## config.mk

```make
export PLATFORM = sky130hd
export DESIGN_NAME = dimm_cfg_validator
export DESIGN_NICKNAME = d
export VERILOG_FILES = /design/src/rtl/dcv_pkg.sv /design/src/rtl/dcv_desc_check.sv /design/src/rtl/dcv_accum.sv /design/src/rtl/dcv_resolve.sv /design/src/rtl/dimm_cfg_validator.sv
export SDC_FILE = /design/constraint.sdc
export NUM_CORES = 1
export LEC_CHECK = 0
export ABC_AREA = 0
export BUFFER_PORTS_ARGS = -buffer_cell sky130_fd_sc_hd__buf_2
export CORE_ASPECT_RATIO = 0.75
export CORE_MARGIN = 2
export CORE_UTILIZATION = 40
export DETAILED_ROUTE_END_ITERATION = 6
export GPL_ROUTABILITY_DRIVEN = 0
export HOLD_SLACK_MARGIN = 0.08
export SETUP_SLACK_MARGIN = 0.4
export SKIP_LAST_GASP = 1
export SLEW_MARGIN = 20
export SYNTH_ARGS = -nofsm -noshare
export SYNTH_HDL_FRONTEND = slang
export SYNTH_SLANG_ARGS = --single-unit
```

## constraint.sdc

```tcl
create_clock -name clk -period 2.5 [get_ports clk]
set_clock_uncertainty 0.1 [all_clocks]
set_input_delay 0.625 -clock clk [delete_from_list [all_inputs] [get_ports clk]]
set_output_delay 0.625 -clock clk [all_outputs]
set_load 0.005 [all_outputs]
```

## src/rtl/dcv_pkg.sv

```systemverilog
package dcv_pkg;
    typedef enum logic [1:0] {
        SPD_533  = 2'd0,
        SPD_667  = 2'd1,
        SPD_800  = 2'd2,
        SPD_NONE = 2'd3
    } spd_e;

    typedef enum logic [1:0] {
        BUS_533  = 2'd0,
        BUS_800  = 2'd1,
        BUS_1066 = 2'd2,
        BUS_BAD  = 2'd3
    } bus_e;

    typedef enum logic [3:0] {
        E_OK     = 4'd0,
        E_RATE   = 4'd1,
        E_DENS   = 4'd2,
        E_WIDTH  = 4'd3,
        E_X16DS  = 4'd4,
        E_REG    = 4'd5,
        E_ECC    = 4'd6,
        E_NATIVE = 4'd7,
        E_EMPTY  = 4'd8,
        E_SMALL  = 4'd9,
        E_SHIFT  = 4'd10,
        E_BUS    = 4'd11
    } fault_e;

    typedef enum logic [1:0] {
        ST_COLLECT = 2'd0,
        ST_RESOLVE = 2'd1,
        ST_REPORT  = 2'd2
    } phase_e;

    localparam int TM_444 = 0;
    localparam int TM_555 = 1;
    localparam int TM_666 = 2;

    localparam logic [1:0] W_X4  = 2'd0;
    localparam logic [1:0] W_X16 = 2'd2;
    localparam logic [1:0] W_X32 = 2'd3;

    localparam logic [2:0] DEN_LO = 3'd2;
    localparam logic [2:0] DEN_HI = 3'd4;
endpackage

```

## src/rtl/dcv_desc_check.sv

```systemverilog
module dcv_desc_check
    import dcv_pkg::*;
(
    input  logic [1:0] rate,
    input  logic [2:0] tmask,
    input  logic [1:0] width,
    input  logic       dual,
    input  logic [2:0] density,
    input  logic       regd,
    input  logic       ecc,
    output fault_e     fault
);
    logic native_ok;

    always_comb begin
        unique case (spd_e'(rate))
            SPD_533: native_ok = tmask[TM_444];
            SPD_667: native_ok = tmask[TM_555];
            SPD_800: native_ok = tmask[TM_555] | tmask[TM_666];
            default: native_ok = 1'b0;
        endcase
    end

    // per-module checks in fixed priority
    always_comb begin
        fault = E_OK;
        if (spd_e'(rate) == SPD_NONE)                  fault = E_RATE;
        else if (density < DEN_LO || density > DEN_HI) fault = E_DENS;
        else if (width == W_X4 || width == W_X32)      fault = E_WIDTH;
        else if (width == W_X16 && dual)               fault = E_X16DS;
        else if (regd)                                 fault = E_REG;
        else if (ecc)                                  fault = E_ECC;
        else if (!native_ok)                           fault = E_NATIVE;
    end
endmodule

```

## src/rtl/dcv_accum.sv

```systemverilog
module dcv_accum
    import dcv_pkg::*;
#(
    parameter int CAP_W = 5,
    parameter int TOT_W = 8
) (
    input  logic             clk,
    input  logic             rst_n,
    input  logic             clear,
    input  logic             take,
    input  logic [CAP_W-1:0] cap,
    input  logic [1:0]       rate,
    input  logic [2:0]       tmask,
    input  fault_e           fault,
    output fault_e           first_fault,
    output logic             any_pop,
    output logic [TOT_W-1:0] total,
    output logic [1:0]       min_rate,
    output logic [2:0]       common
);
    logic populated;
    assign populated = (cap != '0);

    always_ff @(posedge clk) begin
        if (!rst_n || clear) begin
            first_fault <= E_OK;
            any_pop     <= 1'b0;
            total       <= '0;
            min_rate    <= 2'd3;
            common      <= 3'b111;
        end else if (take && populated) begin
            total   <= total + TOT_W'(cap);
            any_pop <= 1'b1;
            common  <= common & tmask;
            if (first_fault == E_OK) first_fault <= fault;
            if (rate < min_rate)     min_rate    <= rate;
        end
    end

    // an empty slot leaves every accumulator untouched
    a_r7_empty_skipped: assert property (@(posedge clk) disable iff (!rst_n)
        (take && !clear && cap == '0) |=> ($stable(total) && $stable(common) && $stable(first_fault)));

    // once a module fault is latched it is not replaced within a pass
    a_r6_first_sticky: assert property (@(posedge clk) disable iff (!rst_n)
        (first_fault != E_OK && !clear) |=> first_fault == $past(first_fault));
endmodule

```

## src/rtl/dcv_resolve.sv

```systemverilog
module dcv_resolve
    import dcv_pkg::*;
#(
    parameter int TOT_W     = 8,
    parameter int MIN_UNITS = 2
) (
    input  fault_e           first_fault,
    input  logic             any_pop,
    input  logic [TOT_W-1:0] total,
    input  logic [1:0]       min_rate,
    input  logic [2:0]       common,
    input  logic [1:0]       bus,
    output fault_e           fault,
    output logic [1:0]       rate,
    output logic [2:0]       cl
);
    logic [1:0] cap_rate;
    logic [1:0] sys_rate;

    assign cap_rate = (bus_e'(bus) == BUS_533) ? 2'(SPD_533) : 2'(SPD_800);
    assign sys_rate = (min_rate < cap_rate) ? min_rate : cap_rate;

    always_comb begin
        fault = first_fault;
        cl    = 3'd0;
        if (fault == E_OK) begin
            if (bus_e'(bus) == BUS_BAD)           fault = E_BUS;
            else if (!any_pop)                    fault = E_EMPTY;
            else if (total < TOT_W'(MIN_UNITS))   fault = E_SMALL;
            else begin
                unique case (spd_e'(sys_rate))
                    SPD_533: if (common[TM_444]) cl = 3'd4; else fault = E_SHIFT;
                    SPD_667: if (common[TM_555]) cl = 3'd5; else fault = E_SHIFT;
                    SPD_800: begin
                        if (common[TM_555])      cl = 3'd5;
                        else if (common[TM_666]) cl = 3'd6;
                        else                     fault = E_SHIFT;
                    end
                    default: fault = E_SHIFT;
                endcase
            end
        end
        if (fault != E_OK) cl = 3'd0;
        rate = (fault == E_OK) ? sys_rate : 2'd0;
    end
endmodule

```

## src/rtl/dimm_cfg_validator.sv

```systemverilog
module dimm_cfg_validator
    import dcv_pkg::*;
#(
    parameter int NUM_SLOTS = 4,
    parameter int CAP_W     = 5,
    parameter int MIN_UNITS = 2
) (
    input  logic             clk,
    input  logic             rst_n,
    input  logic [1:0]       fsb_rate,
    input  logic             desc_valid,
    input  logic [1:0]       desc_rate,
    input  logic [2:0]       desc_tmask,
    input  logic [1:0]       desc_width,
    input  logic             desc_dual,
    input  logic [2:0]       desc_density,
    input  logic             desc_reg,
    input  logic             desc_ecc,
    input  logic [CAP_W-1:0] desc_cap,
    output logic             done,
    output logic [3:0]       err_code,
    output logic [1:0]       mem_rate,
    output logic [2:0]       t_cl,
    output logic [2:0]       t_rcd,
    output logic [2:0]       t_rp
);
    localparam int CNT_W = $clog2(NUM_SLOTS + 1);
    localparam int TOT_W = CAP_W + CNT_W;

    phase_e           state, nxt;
    logic [CNT_W-1:0] cnt;
    logic             take, last;

    fault_e           mod_fault, acc_fault, res_fault;
    logic             acc_any;
    logic [TOT_W-1:0] acc_total;
    logic [1:0]       acc_min, res_rate;
    logic [2:0]       acc_common, res_cl;

    logic [3:0]       err_q;
    logic [1:0]       rate_q;
    logic [2:0]       cl_q;

    assign take = desc_valid && (state == ST_COLLECT);
    assign last = take && (cnt == CNT_W'(NUM_SLOTS - 1));

    dcv_desc_check u_check (
        .rate(desc_rate), .tmask(desc_tmask), .width(desc_width), .dual(desc_dual),
        .density(desc_density), .regd(desc_reg), .ecc(desc_ecc), .fault(mod_fault)
    );

    dcv_accum #(.CAP_W(CAP_W), .TOT_W(TOT_W)) u_accum (
        .clk(clk), .rst_n(rst_n), .clear(state == ST_REPORT), .take(take),
        .cap(desc_cap), .rate(desc_rate), .tmask(desc_tmask), .fault(mod_fault),
        .first_fault(acc_fault), .any_pop(acc_any), .total(acc_total),
        .min_rate(acc_min), .common(acc_common)
    );

    dcv_resolve #(.TOT_W(TOT_W), .MIN_UNITS(MIN_UNITS)) u_resolve (
        .first_fault(acc_fault), .any_pop(acc_any), .total(acc_total),
        .min_rate(acc_min), .common(acc_common), .bus(fsb_rate),
        .fault(res_fault), .rate(res_rate), .cl(res_cl)
    );

    // state register
    always_ff @(posedge clk) begin
        if (!rst_n) state <= ST_COLLECT;
        else        state <= nxt;
    end

    // transitions: last-slot, resolve-done, rearm
    always_comb begin
        unique case (state)
            ST_COLLECT: nxt = last ? ST_RESOLVE : ST_COLLECT;
            ST_RESOLVE: nxt = ST_REPORT;
            ST_REPORT:  nxt = ST_COLLECT;
            default:    nxt = ST_COLLECT;
        endcase
    end

    always_ff @(posedge clk) begin
        if (!rst_n)    cnt <= '0;
        else if (take) cnt <= last ? '0 : cnt + 1'b1;
    end

    // outputs
    always_ff @(posedge clk) begin
        if (!rst_n) begin
            err_q  <= '0;
            rate_q <= '0;
            cl_q   <= '0;
        end else if (state == ST_RESOLVE) begin
            err_q  <= res_fault;
            rate_q <= res_rate;
            cl_q   <= res_cl;
        end
    end

    assign done     = (state == ST_REPORT);
    assign err_code = err_q;
    assign mem_rate = rate_q;
    assign t_cl     = cl_q;
    assign t_rcd    = cl_q;
    assign t_rp     = cl_q;

    a_r2_done_single: assert property (@(posedge clk) disable iff (!rst_n)
        done |=> !done);

    a_r2_done_due: assert property (@(posedge clk) disable iff (!rst_n)
        last |=> ##1 done);

    a_r12_fault_blank: assert property (@(posedge clk) disable iff (!rst_n)
        (done && err_code != 4'd0) |-> (mem_rate == 2'd0 && t_cl == 3'd0));

    a_r12_ok_timing: assert property (@(posedge clk) disable iff (!rst_n)
        (done && err_code == 4'd0) |-> (t_cl >= 3'd4 && t_cl <= 3'd6 && mem_rate != 2'd3));

    a_r9_bus_cap: assert property (@(posedge clk) disable iff (!rst_n)
        (done && err_code == 4'd0 && fsb_rate == 2'd0) |-> mem_rate == 2'd0);

    a_r13_hold: assert property (@(posedge clk) disable iff (!rst_n)
        !done |-> ($stable(err_code) && $stable(mem_rate) && $stable(t_cl)));
endmodule

```

==> results.ini <==
[cts]
numCtsBuffers=5
numClockSinks=31
cts_buffer_depth=2
ctsHtreeMaxLevel=2
cts_hold_buf=0
cts-root-buf=clkbuf_8
clock_latency_ps=280
path_clk_slew_ps=60
tritoncts=done

[floorplan]
die_w_um=79.45
die_h_um=60.59
initial_core_util_pct=41.87
core_sq_mm=0.004079
io_pins=39
num_rows=20
die_area_sq_mm=0.004814

[yosys]
synth_flop_cell=dfxtp_1
syn_inst=203
synth_nets=235
postSynthAreaPerCell_sq_um=8.413
synth-edff-count=0
async_flop_share_pct=0
yosysWarningCount=0
synth_cell_types=46
syn-cell-area_sq_mm=0.001708
ys_seq_area_share_pct=36.34
ys_seq_elements=31

[grt]
grt_pass1_wl_mm=6.693
grt_pass1_vias=1377
antenna_found_initial=0
grt_start_max_net_pins=11
gr-total-overflow=0
grt_util_all_layers_pct=18.49

[placement]
placed_cells=294
portBuffers=38
pre_cts_slack_ps=159.7
dp_hpwl_mm=3.190

[flow_run]
maxCapViolCount=0

[layout]
final_cell_mix=buf_2 (38), dfxtp_1 (31), a21oi_1 (21)
layout_commonest_cell=buf_2
fin_cells=302
syn2layout_area_growth_pct=20.07
final_nets=278
antenna_cells=0
drive_gt1_share_pct=23.89

[min_path]
whs_path_depth=2
whs_endpoint=cnt[2]
hp-class=reg2reg
min_from=cnt[2]

[power]
ir_worst_vdd_mv=0.2416
p_total_uw=1138
pwr_density_cell_mw_per_mm2=555.0
power.leakage_uw=0.0009155

[sta]
timing.final.setup_violations=0
slew_viol_final=0
setup_tns_ps=0
period_needed_ps=2011
tightestPinTransition_ps=643.9
rsz0062_at_grt=true
maxSlewHeadroom_pct=56.68
holdWs_ps=340.2
max_freq_mhz=497.4
finalHoldViolations=0
min_period_over_period_pct=80.43
fin_ws_ps=489.4

[drt]
route.vias.total=1576
wl_met3_um=240
drc_errors=0
postRouteAntennaNets=0
top_layer=met4
post_drt_wl_per_cell_um=13.42
wl_mm=4.053
drt_iter0_drc=102
met2_length_mm=1.498
drt_pre_antenna_iters=4
wl_met1_mm=2.291
via_per_inst=5.219

[critical_path]
timing.rr.end=u_accum.total[6]
cp.arrival_ps=2090
crit_type=in2reg
r2r_cells=7
worstReg2RegStart=u_accum.total[0]
end_kind=register
slowest_delay_ps=610
cp_slowest_cell=or4_1
worstPathRequired_ps=2570
startpoint_type=input port
r2r_setup_slack_ps=660
worstPathCellList=buf_2, or4_1, o21ai_2, a2111oi_1, a22o_1
worstPathMaxFanout=10

[outcome]
status=completed

==> critical path: cells and delay by family <==
family,cells,cell delay [ps]
compound gates,3,730
buf+inv,1,110
simple gates,1,610
==> sequential cells by signal, summed over array words and instances, names as in the netlist <==
signal	count
u_accum.min_rate	2
u_accum.common	3
u_accum.first_fault	3
cnt	3
t_cl	3
err_code	4
state	2
u_accum.any_pop	1
u_accum.total	8
mem_rate	2
==> through the flow <==
stage               area [sq um]  util (%)
finish                      2051     50.28
global route                2051     50.28
CTS                         2046     50.15
detailed placement          1962     48.10
global placement            1962     48.10
floorplan                   1708         -
==> per-layer routing <==
layer	GRT usage, %	vias to the layer above
li1	-	834
met1	28.45	689
met2	24.25	48
met3	5.060	5
met4	6.650	0
met5	0	-
==> worst max path at each step <==
stage	slack, ps	end	cells past startpoint	startpoint
after floorplan	510	u_accum.total[6]	7	desc_cap[0]
after CTS	470	u_accum.total[7]	6	desc_cap[1]
final	490	u_accum.first_fault[1]	5	desc_cap[0]
after global routing	360	u_accum.total[4]	6	desc_cap[0]
after detailed placement	160	u_accum.total[7]	6	desc_cap[1]
after global placement	140	u_accum.total[7]	6	desc_cap[1]
==> Yosys cell counts (3+ instances only) <==
| cell type | count | area share (%) |
|---|---|---|
| inv_1 | 7 | 1.5 |
| mux2i_1 | 4 | 2.3 |
| nand2_1 | 19 | 4.2 |
| or3_1 | 5 | 1.8 |
| a211oi_1 | 5 | 2.2 |
| ha_1 | 8 | 5.9 |
| nand2b_1 | 7 | 2.6 |
| nand3_1 | 3 | 0.88 |
| a21oi_1 | 21 | 6.2 |
| nor3_1 | 5 | 1.5 |
| nor2b_1 | 8 | 2.9 |
| o21ai_0 | 11 | 3.2 |
| a211o_1 | 3 | 1.5 |
| or4_1 | 3 | 1.3 |
| buf_4 | 6 | 2.6 |
| o2111ai_1 | 3 | 1.5 |
| nor2_1 | 17 | 3.7 |
| dfxtp_1 | 31 | 36 |
| o31ai_1 | 3 | 1.3 |
==> cell families after synthesis <==
| group | synth area share, % |
|---|---|
| adder cells (fa/ha/maj) | 7.033 |
| AO/OA/AOI/OAI | 26.01 |
| multiplexers | 2.344 |
| buffers and inverters | 5.128 |
| AND/OR/NAND/NOR | 23.15 |
| flip-flops | 36.34 |
==> layout make-up <==
type / instances / area [sq um]
multi-input combinational: 155 / 1005
fill: 418 / 2028
clock inverter: 3 / 15.01
clock buffer: 5 / 68.82
timing repair buffer: 45 / 242.7
sequential: 31 / 620.6
inverter: 8 / 30.03
tap: 55 / 68.82
==> timing repair <==
| item | in CTS | in global routing |
|---|---|---|
| endpoints found under the setup margin | 0 | 3 |
| setup buffers | 0 | 0 |
| resized for setup | 0 | 1 |
==> power by group <==
group / switching (uW) / internal, uW
clock: 185 / 190
sequential: 27.6 / 520
combinational: 122 / 94.1
total: 334 / 804
Power figures use the tool's default switching activity.
